### config.mk
export PLATFORM = sky130hd
export DESIGN_NAME = lpclk_ctrl
export DESIGN_NICKNAME = d
export VERILOG_FILES = /design/src/rtl/lpclk_pkg.sv /design/src/rtl/lpclk_fsm.sv /design/src/rtl/lpclk_regs.sv /design/src/rtl/lpclk_outdec.sv /design/src/rtl/lpclk_ctrl.sv
export SDC_FILE = /design/constraint.sdc
export NUM_CORES = 1
export LEC_CHECK = 0
export ABC_AREA = 1
export ABC_CLOCK_PERIOD_IN_PS = 2200
export BUFFER_PORTS_ARGS = -buffer_cell sky130_fd_sc_hd__buf_2
export CORE_MARGIN = 10
export CORE_UTILIZATION = 40
export DETAILED_ROUTE_END_ITERATION = 10
export PLACE_DENSITY = 0.66
export SLEW_MARGIN = 20
export SYNTH_ARGS = -nofsm -noshare
export SYNTH_HDL_FRONTEND = slang
export SYNTH_SLANG_ARGS = --single-unit
### constraint.sdc
create_clock -name clk -period 2.2 [get_ports clk]
set_clock_uncertainty 0.1 [all_clocks]
set_input_delay 0 -clock clk [delete_from_list [all_inputs] [get_ports clk]]
set_output_delay 0 -clock clk [all_outputs]
set_load 0.005 [all_outputs]
### src/rtl/lpclk_pkg.sv
package lpclk_pkg;

    typedef enum logic [1:0] {
        ST_RUN   = 2'd0,
        ST_SLEEP = 2'd1,
        ST_STOP  = 2'd2,
        ST_STBY  = 2'd3
    } lp_state_e;

    localparam int DBG_W   = 3;
    localparam int SRC_W   = 2;
    localparam int ADDR_W  = 2;
    localparam int DATA_W  = 4;

    // debug override bit positions
    localparam int DBG_SLEEP = 0;
    localparam int DBG_STOP  = 1;
    localparam int DBG_STBY  = 2;

    // register addresses
    localparam logic [ADDR_W-1:0] A_DBG  = 2'd0;
    localparam logic [ADDR_W-1:0] A_CFG  = 2'd1;
    localparam logic [ADDR_W-1:0] A_STAT = 2'd2;

    localparam logic [SRC_W-1:0] SRC_RC = 2'd0;

    typedef struct packed {
        logic             pll_on;
        logic             xtal_on;
        logic [SRC_W-1:0] src;
    } clk_cfg_t;

    localparam clk_cfg_t CFG_DEFAULT = '{pll_on: 1'b0, xtal_on: 1'b0, src: SRC_RC};

    typedef struct packed {
        logic             fclk;
        logic             hclk;
        logic [SRC_W-1:0] src;
        logic             pll;
        logic             xtal;
        logic             pdn;
        logic             rst;
    } lp_out_t;

endpackage

### src/rtl/lpclk_fsm.sv
module lpclk_fsm
    import lpclk_pkg::*;
(
    input  logic      clk,
    input  logic      por_n,
    input  logic      req_sleep,
    input  logic      req_stop,
    input  logic      req_standby,
    input  logic      wake_any,
    output lp_state_e state_q,
    output lp_state_e state_d,
    output logic      exit_deep,
    output logic      exit_stby
);

    always_ff @(posedge clk or negedge por_n) begin
        if (!por_n) state_q <= ST_RUN;
        else        state_q <= state_d;
    end

    always_comb begin
        state_d = state_q;
        unique case (state_q)
            ST_RUN: begin
                if (req_standby)    state_d = ST_STBY;   // RUN_TO_STANDBY
                else if (req_stop)  state_d = ST_STOP;   // RUN_TO_STOP
                else if (req_sleep) state_d = ST_SLEEP;  // RUN_TO_SLEEP
            end
            ST_SLEEP, ST_STOP, ST_STBY: begin
                if (wake_any) state_d = ST_RUN;          // *_WAKE
            end
            default: state_d = ST_RUN;
        endcase
    end

    assign exit_deep = wake_any && (state_q == ST_STOP || state_q == ST_STBY);
    assign exit_stby = wake_any && (state_q == ST_STBY);

endmodule

### src/rtl/lpclk_regs.sv
module lpclk_regs
    import lpclk_pkg::*;
(
    input  logic              clk,
    input  logic              por_n,
    input  logic              wr_en,
    input  logic [ADDR_W-1:0] wr_addr,
    input  logic [DATA_W-1:0] wr_data,
    input  logic              exit_deep,
    input  logic              exit_stby,
    output logic [DBG_W-1:0]  dbg_q,
    output logic [DBG_W-1:0]  dbg_d,
    output clk_cfg_t          cfg_d,
    output logic              flag_q
);

    clk_cfg_t cfg_q;
    logic     flag_d;
    logic     wr_dbg, wr_cfg, wr_clr;

    assign wr_dbg = wr_en && (wr_addr == A_DBG);
    assign wr_cfg = wr_en && (wr_addr == A_CFG);
    assign wr_clr = wr_en && (wr_addr == A_STAT) && wr_data[0];

    always_comb begin
        dbg_d = dbg_q;
        if (wr_dbg) dbg_d = wr_data[DBG_W-1:0];
    end

    // a deep-mode exit overrides any write in the same cycle
    always_comb begin
        cfg_d = cfg_q;
        if (wr_cfg)    cfg_d = clk_cfg_t'(wr_data);
        if (exit_deep) cfg_d = CFG_DEFAULT;
    end

    // set has precedence over the write-one-to-clear
    always_comb begin
        flag_d = flag_q;
        if (wr_clr)    flag_d = 1'b0;
        if (exit_stby) flag_d = 1'b1;
    end

    always_ff @(posedge clk or negedge por_n) begin
        if (!por_n) begin
            dbg_q  <= '0;
            cfg_q  <= CFG_DEFAULT;
            flag_q <= 1'b0;
        end else begin
            dbg_q  <= dbg_d;
            cfg_q  <= cfg_d;
            flag_q <= flag_d;
        end
    end

endmodule

### src/rtl/lpclk_outdec.sv
module lpclk_outdec
    import lpclk_pkg::*;
(
    input  logic             clk,
    input  logic             por_n,
    input  lp_state_e        state_d,
    input  logic             exit_stby,
    input  logic [DBG_W-1:0] dbg_d,
    input  clk_cfg_t         cfg_d,
    output lp_out_t          out_q
);

    localparam lp_out_t OUT_RESET = '{fclk: 1'b1, hclk: 1'b1, src: SRC_RC,
                                      pll: 1'b0, xtal: 1'b0, pdn: 1'b0, rst: 1'b0};

    lp_out_t out_d;

    always_comb begin
        out_d = OUT_RESET;
        unique case (state_d)
            ST_RUN: begin
                out_d.src  = cfg_d.src;
                out_d.pll  = cfg_d.pll_on;
                out_d.xtal = cfg_d.xtal_on;
                out_d.rst  = exit_stby;
            end
            ST_SLEEP: begin
                out_d.hclk = dbg_d[DBG_SLEEP];
                out_d.src  = cfg_d.src;
                out_d.pll  = cfg_d.pll_on;
                out_d.xtal = cfg_d.xtal_on;
            end
            ST_STOP: begin
                out_d.fclk = dbg_d[DBG_STOP];
                out_d.hclk = dbg_d[DBG_STOP];
            end
            ST_STBY: begin
                out_d.fclk = dbg_d[DBG_STBY];
                out_d.hclk = dbg_d[DBG_STBY];
                out_d.pdn  = !dbg_d[DBG_STBY];
                out_d.rst  = dbg_d[DBG_STBY];
            end
            default: out_d = OUT_RESET;
        endcase
    end

    always_ff @(posedge clk or negedge por_n) begin
        if (!por_n) out_q <= OUT_RESET;
        else        out_q <= out_d;
    end

endmodule

### src/rtl/lpclk_ctrl.sv
module lpclk_ctrl
    import lpclk_pkg::*;
#(
    parameter int NWAKE = 4
) (
    input  logic              clk,
    input  logic              por_n,
    input  logic              req_sleep,
    input  logic              req_stop,
    input  logic              req_standby,
    input  logic [NWAKE-1:0]  wake,
    input  logic              wr_en,
    input  logic [ADDR_W-1:0] wr_addr,
    input  logic [DATA_W-1:0] wr_data,
    output logic [1:0]        mode,
    output logic              fclk_en,
    output logic              hclk_en,
    output logic [SRC_W-1:0]  clk_src,
    output logic              pll_en,
    output logic              xtal_en,
    output logic              pwr_down,
    output logic              sys_rst_req,
    output logic              standby_flag,
    output logic [DBG_W-1:0]  dbg_ctrl
);

    lp_state_e        st_q, st_d;
    logic             ex_deep, ex_stby;
    logic [DBG_W-1:0] dbg_nx;
    clk_cfg_t         cfg_nx;
    lp_out_t          outs;

    lpclk_fsm u_fsm (
        .clk        (clk),
        .por_n      (por_n),
        .req_sleep  (req_sleep),
        .req_stop   (req_stop),
        .req_standby(req_standby),
        .wake_any   (|wake),
        .state_q    (st_q),
        .state_d    (st_d),
        .exit_deep  (ex_deep),
        .exit_stby  (ex_stby)
    );

    lpclk_regs u_regs (
        .clk      (clk),
        .por_n    (por_n),
        .wr_en    (wr_en),
        .wr_addr  (wr_addr),
        .wr_data  (wr_data),
        .exit_deep(ex_deep),
        .exit_stby(ex_stby),
        .dbg_q    (dbg_ctrl),
        .dbg_d    (dbg_nx),
        .cfg_d    (cfg_nx),
        .flag_q   (standby_flag)
    );

    lpclk_outdec u_out (
        .clk      (clk),
        .por_n    (por_n),
        .state_d  (st_d),
        .exit_stby(ex_stby),
        .dbg_d    (dbg_nx),
        .cfg_d    (cfg_nx),
        .out_q    (outs)
    );

    assign mode        = st_q;
    assign fclk_en     = outs.fclk;
    assign hclk_en     = outs.hclk;
    assign clk_src     = outs.src;
    assign pll_en      = outs.pll;
    assign xtal_en     = outs.xtal;
    assign pwr_down    = outs.pdn;
    assign sys_rst_req = outs.rst;

endmodule

# Word level (Yosys, flattened, before mapping)
# Index checks and enable logic that the tools add are counted.
# totals
reg_bits,18
input_bits,16
out_inout_bits,14
word_cells,51
# classes
eq_ne,8
muxes,15
reduce_logical,15
# ops
op,n
two-way mux 4 bit,3
"equality test 2 bit, second input constant",5
two-way mux 2 bit,4
"equality test 2 x 1 -> 1 bit, second input constant",3
logical AND 1 bit,6
zero test 2 bit,3
case mux 1 bit (2 select lines),2
case mux 2 bit (2 select lines),1
OR reduction 4 bit,1
two-way mux 1 bit,3
two-way mux 3 bit,1
case mux 1 bit (3 select lines),1
OR reduction 3 bit,1
nonzero test 2 bit,1
OR reduction 2 bit,1
zero test 1 bit,1
logical OR 1 bit,1

# Depth between registers and ports, before layout
# depth
word_depth,7
depth_mapped,10
ltp_nobuf,10

# Hierarchy
# A second synthesis with hierarchy kept.
# hier_totals
cells_unflattened,103
hier_area_um2,844.6
# by_module_without_submodules
mod,n_inst,cells_per_inst,area_each_um2,seq_area_each_um2
lpclk_regs,1,46,362.8,200.2
lpclk_outdec,1,36,356.6,202.7
lpclk_fsm,1,18,113.9,50.0
lpclk_ctrl,1,3,11.3,0.0

# Worst setup path after synthesis
# No wires, ideal clock.
# synth_timing
kind,register -> register
startpoint,register u_fsm.state_q[0]
endpoint,register u_out.out_q[4] (netlist name)
setup_time_ns,0.129
arrival_ns,1.312
required_ns,1.971
path_slack_ns,0.659
path_stages_with_launch,7
n_path_buf,0
period_less_slack_ns,1.541
cell_sequence,dfrtp_1 inv_1 o21ai_0 inv_1 ha_1 nor2_1 nor3_1
# synth_rtl
element,line_no,rtl
from (decl),lpclk_fsm.sv:10,"output lp_state_e state_q,"
from (signal assigned),lpclk_fsm.sv:18,else state_q <= state_d;
to (signal assigned),lpclk_outdec.sv:49,else out_q <= out_d;
to (decl),lpclk_outdec.sv:10,output lp_out_t out_q

==> flow_summary_export.csv <==
group,metric,value,unit
setup_path,reg2reg_to,"u_out.out_q[4]",
setup_path,rr_worst_depth,6,
finish,layout_common_cells,"buf_2 (29), inv_1 (26), nor2_1 (16), dfrtp_1 (16), nand2_1 (15)",
timing,slew_headroom,0.685,
flow_run,drv_cap,0,
timing,post-route-min-period,1.79,ns
die,dieWidth,66.6,microns
routing,routed_wl,1840,microns
timing,rsz0062_at_grt,"no",
clocking,numCtsBuffers,3,
clocking,cts_root_buf,"clkbuf_4",
die,die_h,66.6,microns
finish,layout.cells.most_common,"buf_2",
synth,ys_ff_latch,18,
grt,grt.overflow.total,0,
routing,first_pass_iters,4,
synth,syn_area,867,sq um
worst_hold_path,hold_end,"u_regs.dbg_q[0]",
finish,layout-drive-gt1-share,0.255,
grt,antenna_found_initial,0,
die,row_count,16,
finish,nets,166,
clocking,cts_tree,"built",
timing,fmax,559,MHz
routing,wl_per_cell,10.7,microns
setup_path,worst_ep_required_time,2.27,ns
placed_design,place.gp.congestion,0.780,
power,powerDensity,946,mW/mm^2
setup_path,worstSetupStartpointType,"flip-flop",
placed_design,hpwl,1510,microns
timing,setup_viol,0,
placed_design,portBuffers,29,
timing,final_hold_viol_count,0,
die,core,0.00200,sq mm
clocking,cts_buffer_depth,2,
timing,tns,0,ns
worst_hold_path,worstHoldPathCells,4,
clocking,postCtsSetupRepairBufs,0,
placed_design,dpl_cell_area,0.00105,sq mm
synth,synth_area_leader_cell,"dfrtp_1",
synth,yosysWarnings,0,
routing,drtIter0Drc,18,
setup_path,cp.arrival,1.86,ns
grt,grt_pass1_vias,715,
finish,num-fill-cells,212,
synth,yosysSeqAreaShare,0.522,
die,io_pins,30,
clocking,cts.sinks,18,
finish,utilization,0.571,
setup_path,rr_startpoint,"u_fsm.state_q[0]",
finish,area_delta_synth_final,31.7,%
finish,fin_area,0.00114,sq mm
setup_path,crit_path_end_kind,"flip-flop",
clocking,htreeDepth,1,
setup_path,cp_max_fo,4,
timing,final.period_utilization,0.814,
synth,ys_types,15,
synth,synth_cells,105,
routing,vias,729,
synth,synth_area_leaders,"dfrtp_1 (46%), inv_1 (11%), nor2_1 (6.9%)",
setup_path,path_class,"flip-flop to flip-flop",
status,status,"finished, final reports clean",
die,dieArea,0.00443,sq mm
die,start_util,0.433,
timing,tightest_slew,0.468,ns
timing,maxSlewViolCount,0,
grt,track_usage,0.0882,
worst_hold_path,hold_start,"wr_addr[0]",
worst_hold_path,hp-class,"input pin to flip-flop",
finish,diodes,0,
grt,grt_pass1_wl,3040,microns
power,p_total,1.08,mW
synth,synth_top_area_share,0.462,
clocking,clkLatencyLatePin,0.29,ns
setup_path,reg2reg_slack,0.41,ns
routing,avgViaCountPerCell,4.24,
routing,drtAntennaViolNets,0,
synth,synth.avg_cell_area,8.26,sq um
synth,syn-num-nets,125,
power,peakVddDrop,0.515,mV
power,power_leakage,0.659,nW
clocking,clk_pin_slew,0.10,ns
routing,drc,0,
grt,grt_max_degree,19,
-- layer usage --
| metal | wire length, microns | vias up | global-route usage |
|---|---|---|---|
| li1 | - | 392 | - |
| met1 | 811 | 308 | 0.101 |
| met2 | 785 | 23 | 0.124 |
| met3 | 182 | 6 | 0.0401 |
| met4 | 63 | 0 | 0.0681 |
| met5 | 0 | - | 0 |
-- critical path, stage by stage, from the launching register on --
cell and delay, ns:
dfrtp_1 0.39, inv_1 0.07, o21ai_0 0.40, inv_1 0.12, ha_1 0.24, nor2_1 0.24
nor3_1 0.10
-- how the worst max path moves through the flow --
stage                          start              to  cells after the start
floorplan           u_fsm.state_q[0]  u_out.out_q[4]                      6
global placement    u_fsm.state_q[0]  u_out.out_q[4]                      6
detailed placement  u_fsm.state_q[0]  u_out.out_q[4]                      6
CTS                 u_fsm.state_q[0]  u_out.out_q[4]                      6
global route        u_fsm.state_q[0]  u_out.out_q[4]                      6
finish              u_fsm.state_q[0]  u_out.out_q[4]                      6
-- registers in the layout, summed over array words and instances (netlist names) --
name	cells
u_regs.dbg_q	3
u_regs.flag_q	1
u_fsm.state_q	2
u_out.out_q	8
u_regs.cfg_q	4
-- stage by stage --
step	hold WS [ns]	cells	setup slack, ns
3_5_place_dp	-0.155	161	0.425
5_1_grt	0.0304	172	0.292
2_1_floorplan	-0.396	105	0.659
3_3_place_gp	-0.157	161	0.538
6_report	0.0188	172	0.410
4_1_cts	0.00678	172	0.403
-- cell type report --
| class | instances | area (sq um) | share of cell area |
|---|---|---|---|
| inverters | 26 | 97.6 | 0.0854 |
| multi-input cells | 61 | 317 | 0.277 |
| clock buffers | 4 | 26.3 | 0.0230 |
| repair buffers | 36 | 215 | 0.188 |
| well taps | 27 | 33.8 | 0.0296 |
| flip-flops and latches | 18 | 453 | 0.396 |
-- where the power goes --
group | total, mW | leakage [nW] | switching, mW | internal, mW
clock | 0.164 | 0.0150 | 0.0935 | 0.0704
sequential | 0.475 | 0.225 | 0.0374 | 0.438
combinational | 0.442 | 0.419 | 0.251 | 0.190
total | 1.08 | 0.659 | 0.382 | 0.699
-- kinds of logic (layout without fill, tap and decap cells) --
| kind of cell | Yosys count | count (layout) | synth area share |
|---|---|---|---|
| compound gates | 6 | 6 | 0.0375 |
| simple gates | 51 | 51 | 0.270 |
| flops | 18 | 18 | 0.522 |
| buf+inv | 26 | 66 | 0.113 |
| fa+ha+maj | 4 | 4 | 0.0577 |
-- cell usage after synthesis (all sizes together) --
cell    count
dfrtp      16
nor2       18
nand2      15
nand3       9
o21ai       5
inv        26
and2        3
dfstp       2
nand3b      4
a21boi      1
ha          4
or2         1
nor3        1
-- what timing repair did --
action,CTS,global route
hold endpoints to repair,27,0
resized for setup,0,0
hold buffers,7,0
Power figures use the tool's default switching activity.
